===== config.mk =====
export PLATFORM = sky130hd
export DESIGN_NAME = sel_gate_ctrl
export DESIGN_NICKNAME = d
export VERILOG_FILES = /design/src/rtl/sgc_pkg.sv /design/src/rtl/sgc_slot_timer.sv /design/src/rtl/sgc_align_pipe.sv /design/src/rtl/sgc_gate_decoder.sv /design/src/rtl/sel_gate_ctrl.sv
export SDC_FILE = /design/constraint.sdc
export NUM_CORES = 1
export LEC_CHECK = 0
export ABC_AREA = 1
export ABC_CLOCK_PERIOD_IN_PS = 3530
export BUFFER_PORTS_ARGS = -buffer_cell sky130_fd_sc_hd__buf_4
export CAP_MARGIN = 20
export CORE_MARGIN = 2
export CORE_UTILIZATION = 45
export DETAILED_ROUTE_END_ITERATION = 10
export PLACE_DENSITY = 0.7
export SLEW_MARGIN = 20
export SYNTH_ARGS = -nofsm -noshare
export SYNTH_HDL_FRONTEND = slang
export SYNTH_HIERARCHICAL = 1
export SYNTH_SLANG_ARGS = --single-unit
export TNS_END_PERCENT = 10

===== constraint.sdc =====
create_clock -name clk -period 3.53 [get_ports clk]
set_clock_uncertainty 0.15 [all_clocks]
set_input_delay 0.706 -clock clk [delete_from_list [all_inputs] [get_ports clk]]
set_output_delay 0.706 -clock clk [all_outputs]
set_load 0.02 [all_outputs]

===== src/rtl/sgc_pkg.sv =====
package sgc_pkg;

    typedef enum logic [1:0] {
        PH_DEAD = 2'd0,
        PH_SYNC = 2'd1,
        PH_DATA = 2'd2
    } phase_e;

endpackage


===== src/rtl/sgc_slot_timer.sv =====
module sgc_slot_timer
    import sgc_pkg::*;
#(
    parameter int SLOT_CYC = 64,
    parameter int DEAD_CYC = 4,
    parameter int SYNC_CYC = 8
) (
    input  logic   clk,
    input  logic   rst_n,
    output phase_e phase,
    output logic   slot_last
);
    localparam int DATA_CYC = SLOT_CYC - DEAD_CYC - SYNC_CYC;
    localparam int CW       = $clog2(SLOT_CYC);

    phase_e        state_q, state_d;
    logic [CW-1:0] cnt_q, cnt_d;
    logic          win_end;

    // State register
    always_ff @(posedge clk) begin
        if (!rst_n) begin
            state_q <= PH_DEAD;
            cnt_q   <= '0;
        end else begin
            state_q <= state_d;
            cnt_q   <= cnt_d;
        end
    end

    // Next state
    always_comb begin
        state_d = state_q;
        win_end = 1'b0;
        unique case (state_q)
            PH_DEAD: begin
                win_end = (cnt_q == CW'(DEAD_CYC - 1));
                if (win_end) state_d = PH_SYNC;
            end
            PH_SYNC: begin
                win_end = (cnt_q == CW'(SYNC_CYC - 1));
                if (win_end) state_d = PH_DATA;
            end
            PH_DATA: begin
                win_end = (cnt_q == CW'(DATA_CYC - 1));
                if (win_end) state_d = PH_DEAD;
            end
            default: begin
                win_end = 1'b1;
                state_d = PH_DEAD;
            end
        endcase
        cnt_d = win_end ? '0 : cnt_q + 1'b1;
    end

    // Outputs
    always_comb begin
        phase     = state_q;
        slot_last = 1'b0;
        unique case (state_q)
            PH_DATA: slot_last = (cnt_q == CW'(DATA_CYC - 1));
            default: slot_last = 1'b0;
        endcase
    end
endmodule


===== src/rtl/sgc_align_pipe.sv =====
module sgc_align_pipe #(
    parameter int DEPTH = 2,
    parameter int W     = 7
) (
    input  logic         clk,
    input  logic         rst_n,
    input  logic         advance,
    input  logic [W-1:0] d,
    output logic [W-1:0] q
);
    logic [W-1:0] stage [DEPTH];

    genvar g;
    generate
        for (g = 0; g < DEPTH; g++) begin : g_stage
            if (g == 0) begin : g_head
                always_ff @(posedge clk) begin
                    if (!rst_n)       stage[0] <= '0;
                    else if (advance) stage[0] <= d;
                end
            end else begin : g_body
                always_ff @(posedge clk) begin
                    if (!rst_n)       stage[g] <= '0;
                    else if (advance) stage[g] <= stage[g-1];
                end
            end
        end
    endgenerate

    assign q = stage[DEPTH-1];
endmodule


===== src/rtl/sgc_gate_decoder.sv =====
module sgc_gate_decoder #(
    parameter int IDX_W = 3
) (
    input  logic                  en,
    input  logic [IDX_W-1:0]      idx,
    output logic [(1<<IDX_W)-1:0] gate
);
    localparam int N = 1 << IDX_W;

    genvar g;
    generate
        for (g = 0; g < N; g++) begin : g_gate
            assign gate[g] = en && (idx == IDX_W'(g));
        end
    endgenerate
endmodule


===== src/rtl/sel_gate_ctrl.sv =====
module sel_gate_ctrl
    import sgc_pkg::*;
#(
    parameter int GROUP_BITS  = 3,
    parameter int LANE_BITS   = 3,
    parameter int SLOT_CYC    = 64,
    parameter int DEAD_CYC    = 4,
    parameter int SYNC_CYC    = 8,
    parameter int ALIGN_SLOTS = 2
) (
    input  logic                            clk,
    input  logic                            rst_n,
    input  logic                            sched_valid,
    input  logic [GROUP_BITS+LANE_BITS-1:0] sched_src,
    output logic [(1<<GROUP_BITS)-1:0]      fiber_en,
    output logic [(1<<LANE_BITS)-1:0]       lambda_en,
    output logic [1:0]                      phase,
    output logic                            slot_last
);
    localparam int SRC_W = GROUP_BITS + LANE_BITS;
    localparam int SEL_W = SRC_W + 1;

    phase_e           ph;
    logic             last;
    logic [SEL_W-1:0] sel_q;

    sgc_slot_timer #(
        .SLOT_CYC (SLOT_CYC),
        .DEAD_CYC (DEAD_CYC),
        .SYNC_CYC (SYNC_CYC)
    ) u_timer (
        .clk       (clk),
        .rst_n     (rst_n),
        .phase     (ph),
        .slot_last (last)
    );

    // Selection advances only at the slot boundary
    sgc_align_pipe #(
        .DEPTH (ALIGN_SLOTS),
        .W     (SEL_W)
    ) u_align (
        .clk     (clk),
        .rst_n   (rst_n),
        .advance (last),
        .d       ({sched_valid, sched_src}),
        .q       (sel_q)
    );

    sgc_gate_decoder #(.IDX_W(GROUP_BITS)) u_fiber_dec (
        .en   (sel_q[SRC_W]),
        .idx  (sel_q[SRC_W-1:LANE_BITS]),
        .gate (fiber_en)
    );

    sgc_gate_decoder #(.IDX_W(LANE_BITS)) u_lambda_dec (
        .en   (sel_q[SRC_W]),
        .idx  (sel_q[LANE_BITS-1:0]),
        .gate (lambda_en)
    );

    assign phase     = ph;
    assign slot_last = last;
endmodule


==> impl_metrics.py <==
metrics = {
    "status": {
        "status": "complete, no violations",
    },
    "routing": {
        "wl_per_cell_um": 9.95,
        "via_per_inst": 4.52,
        "vias": 864,
        "remaining_drc_errors": 0,
        "wirelength_um": 1900,
        "dr.pass1.iters": 6,
        "dr.first_iter.drc_count": 10,
        "detail-route-antenna-nets": 0,
    },
    "setup_path": {
        "setup.worst_path.start_class": "register",
        "crit_type": "reg2out",
        "crit_arrival_ns": 1.38,
        "cp_max_fo": 3,
        "crit_required_ns": 2.67,
        "crit_path_end_kind": "output pin",
    },
    "power": {
        "power_frac_seq": 0.542,
        "powerDensity_mw_per_mm2": 395,
        "ir_drop_v": 0.000335,
        "intPower_uw": 424,
        "switchingPower_uw": 117,
        "swShare": 0.217,
        "pwr-share-clk": 0.350,
        "p_leak_uw": 0.000670,
        "comb_power_share": 0.108,
    },
    "sta": {
        "timing.fmax_mhz": 448,
        "hold_viol": 0,
        "post-route-min-period_ns": 2.23,
        "drv_slew": 0,
        "tightest_slew_ns": 0.582,
        "rsz0062_at_grt": "false",
        "setup_viol": 0,
        "tns_ns": 0,
        "slew_headroom": 0.611,
        "fin_hold_ws_ns": 0.307,
        "finalCritPeriodShare": 0.633,
    },
    "yosys": {
        "synth_compound_area_frac": 0.0229,
        "synthXorXnorAreaFrac": 0.0320,
        "synthAdderAreaFrac": 0.0114,
        "synth_area_mm2": 0.00109,
        "synth_top_family_by_area": "simple AND/OR/NAND/NOR gates",
        "syn_area_per_cell_um2": 8.22,
        "syn_nets": 143,
        "seq_area_frac_synth": 0.531,
        "synthCells": 133,
        "ys_ff_latch": 22,
        "ys_types": 16,
        "synth_mux_area_frac": 0,
        "yosys.area_share.simple": 0.289,
        "synth_warnings": 6,
    },
    "grt": {
        "antenna_found_initial": 0,
        "grtUsageTotal": 0.153,
        "grt_max_degree": 15,
        "grt_pass1_wl_um": 3050,
        "grt.overflow.total": 0,
        "grt_pass1_vias": 759,
    },
    "layout": {
        "design_area_mm2": 0.00137,
        "utilization": 0.609,
        "final_common_cell": "nor2_1",
        "nets": 174,
        "syn_to_final_growth_pct": 25.5,
        "antenna_cells": 0,
        "most-common-layout-cells": "nor2_1, inv_1, buf_4",
        "drive_above_1_share": 0.288,
        "fill_cells": 217,
        "stdcell_count": 191,
    },
    "floorplanning": {
        "io_pins": 28,
        "coreArea_mm2": 0.00225,
        "start_util": 0.485,
        "die-area_mm2": 0.00284,
        "die_x_um": 53.3,
        "row_count": 17,
        "die_height_um": 53.3,
    },
    "clock_network": {
        "cts_hold_buf": 0,
        "cts_root_buf": "clkbuf_4",
        "cts_setup_buffers": 0,
        "postCtsResizedCells": 0,
        "cts_max_path_buffers": 2,
        "cts_tree": "yes",
        "cts_sinks": 22,
        "clk-insertion-delay-late_ns": 0.30,
        "path_clk_slew_ns": 0.12,
        "cts_buffers": 3,
        "htree_levels": 1,
    },
    "worst_hold_path": {
        "hp-class": "reg2reg",
    },
    "place": {
        "dpl_cell_area_mm2": 0.00132,
        "hpwl_um": 1480,
        "dp_cells": 187,
        "numPortBuffers": 27,
        "gp_congestion": 0.727,
    },
    "flow_run": {
        "drv_cap": 0,
    },
}
## registers in the layout, indices dropped and copies added, names as in the netlist
| register | cells |
|---|---|
| u_align/stage | 14 |
| u_timer/cnt_q | 6 |
| u_timer/phase | 2 |
## Yosys cell counts (all sizes together)
cell type,instances,area (µm²)
ha,1,12.5
inv,30,113
a21oi,2,10.0
buf,1,11.3
dfxtp,8,160
nand3,3,25.0
xnor2,3,26.3
nor2,46,208
nand2,21,83.8
o21ai,3,15.0
xor2,1,8.76
edfxtp,14,420
## cells by family (layout without fill, tap and decap cells)
| logic type | count (synthesis) | after routing |
|---|---|---|
| simple gates | 70 | 70 |
| buf+inv | 31 | 61 |
| flops | 22 | 22 |
| compound gates | 5 | 5 |
| xor+xnor | 4 | 4 |
| fa+ha+maj | 1 | 1 |
## per-layer routing
metal,vias to the layer above,routed length (µm),global-route usage
met2,27,923,0.274
met5,-,0,0
li1,456,-,-
met3,4,106,0.0254
met1,377,834,0.173
met4,0,36,0.0769
## per-stage QoR
| stage | setup WS (ns) | power, µW |
|---|---|---|
| final | 1.30 | 542 |
| after global routing | 1.22 | 566 |
| after CTS | 1.29 | 546 |
| after detailed placement | 1.61 | 358 |
| after global placement | 1.67 | 355 |
| after floorplan | 1.68 | 335 |
## final cells by class
| class | instances | area (µm²) | area share |
|---|---|---|---|
| Clock buffer | 3 | 22.5 | 0.0164 |
| Clock inverter | 1 | 30.0 | 0.0219 |
| Inverter | 30 | 113 | 0.0820 |
| Multi-Input combinational cell | 80 | 389 | 0.283 |
| Sequential cell | 22 | 581 | 0.423 |
| Tap cell | 28 | 35.0 | 0.0255 |
| Timing Repair Buffer | 27 | 203 | 0.148 |
## power by group through the flow
stage,clock [µW],combinational [µW],sequential [µW]
after floorplan,0,36.4,299
after global placement,0,56.6,299
after detailed placement,0,58.7,299
after CTS,194,58.9,293
after global routing,205,66.2,295
final,190,58.5,293
## path summary, 6_finish.rpt
check	start	to	slack, ns	cells after the start
worst min register to register	u_timer/cnt_q[0]	u_timer/cnt_q[0]	0.31	1
worst max-delay path	u_timer/cnt_q[0]	slot_last	1.30	6
worst max register to register	u_timer/cnt_q[0]	u_align/stage[1][4]	1.62	7
worst min-delay path	u_timer/cnt_q[0]	u_timer/cnt_q[0]	0.31	1
## critical path, cell delays in order (launching register included)
cell,delay [ns]
dfxtp_1,0.37
ha_1,0.22
nand2_2,0.09
inv_1,0.07
nand3_2,0.07
inv_1,0.11
buf_4,0.15
(Power assumes the default switching activity.)
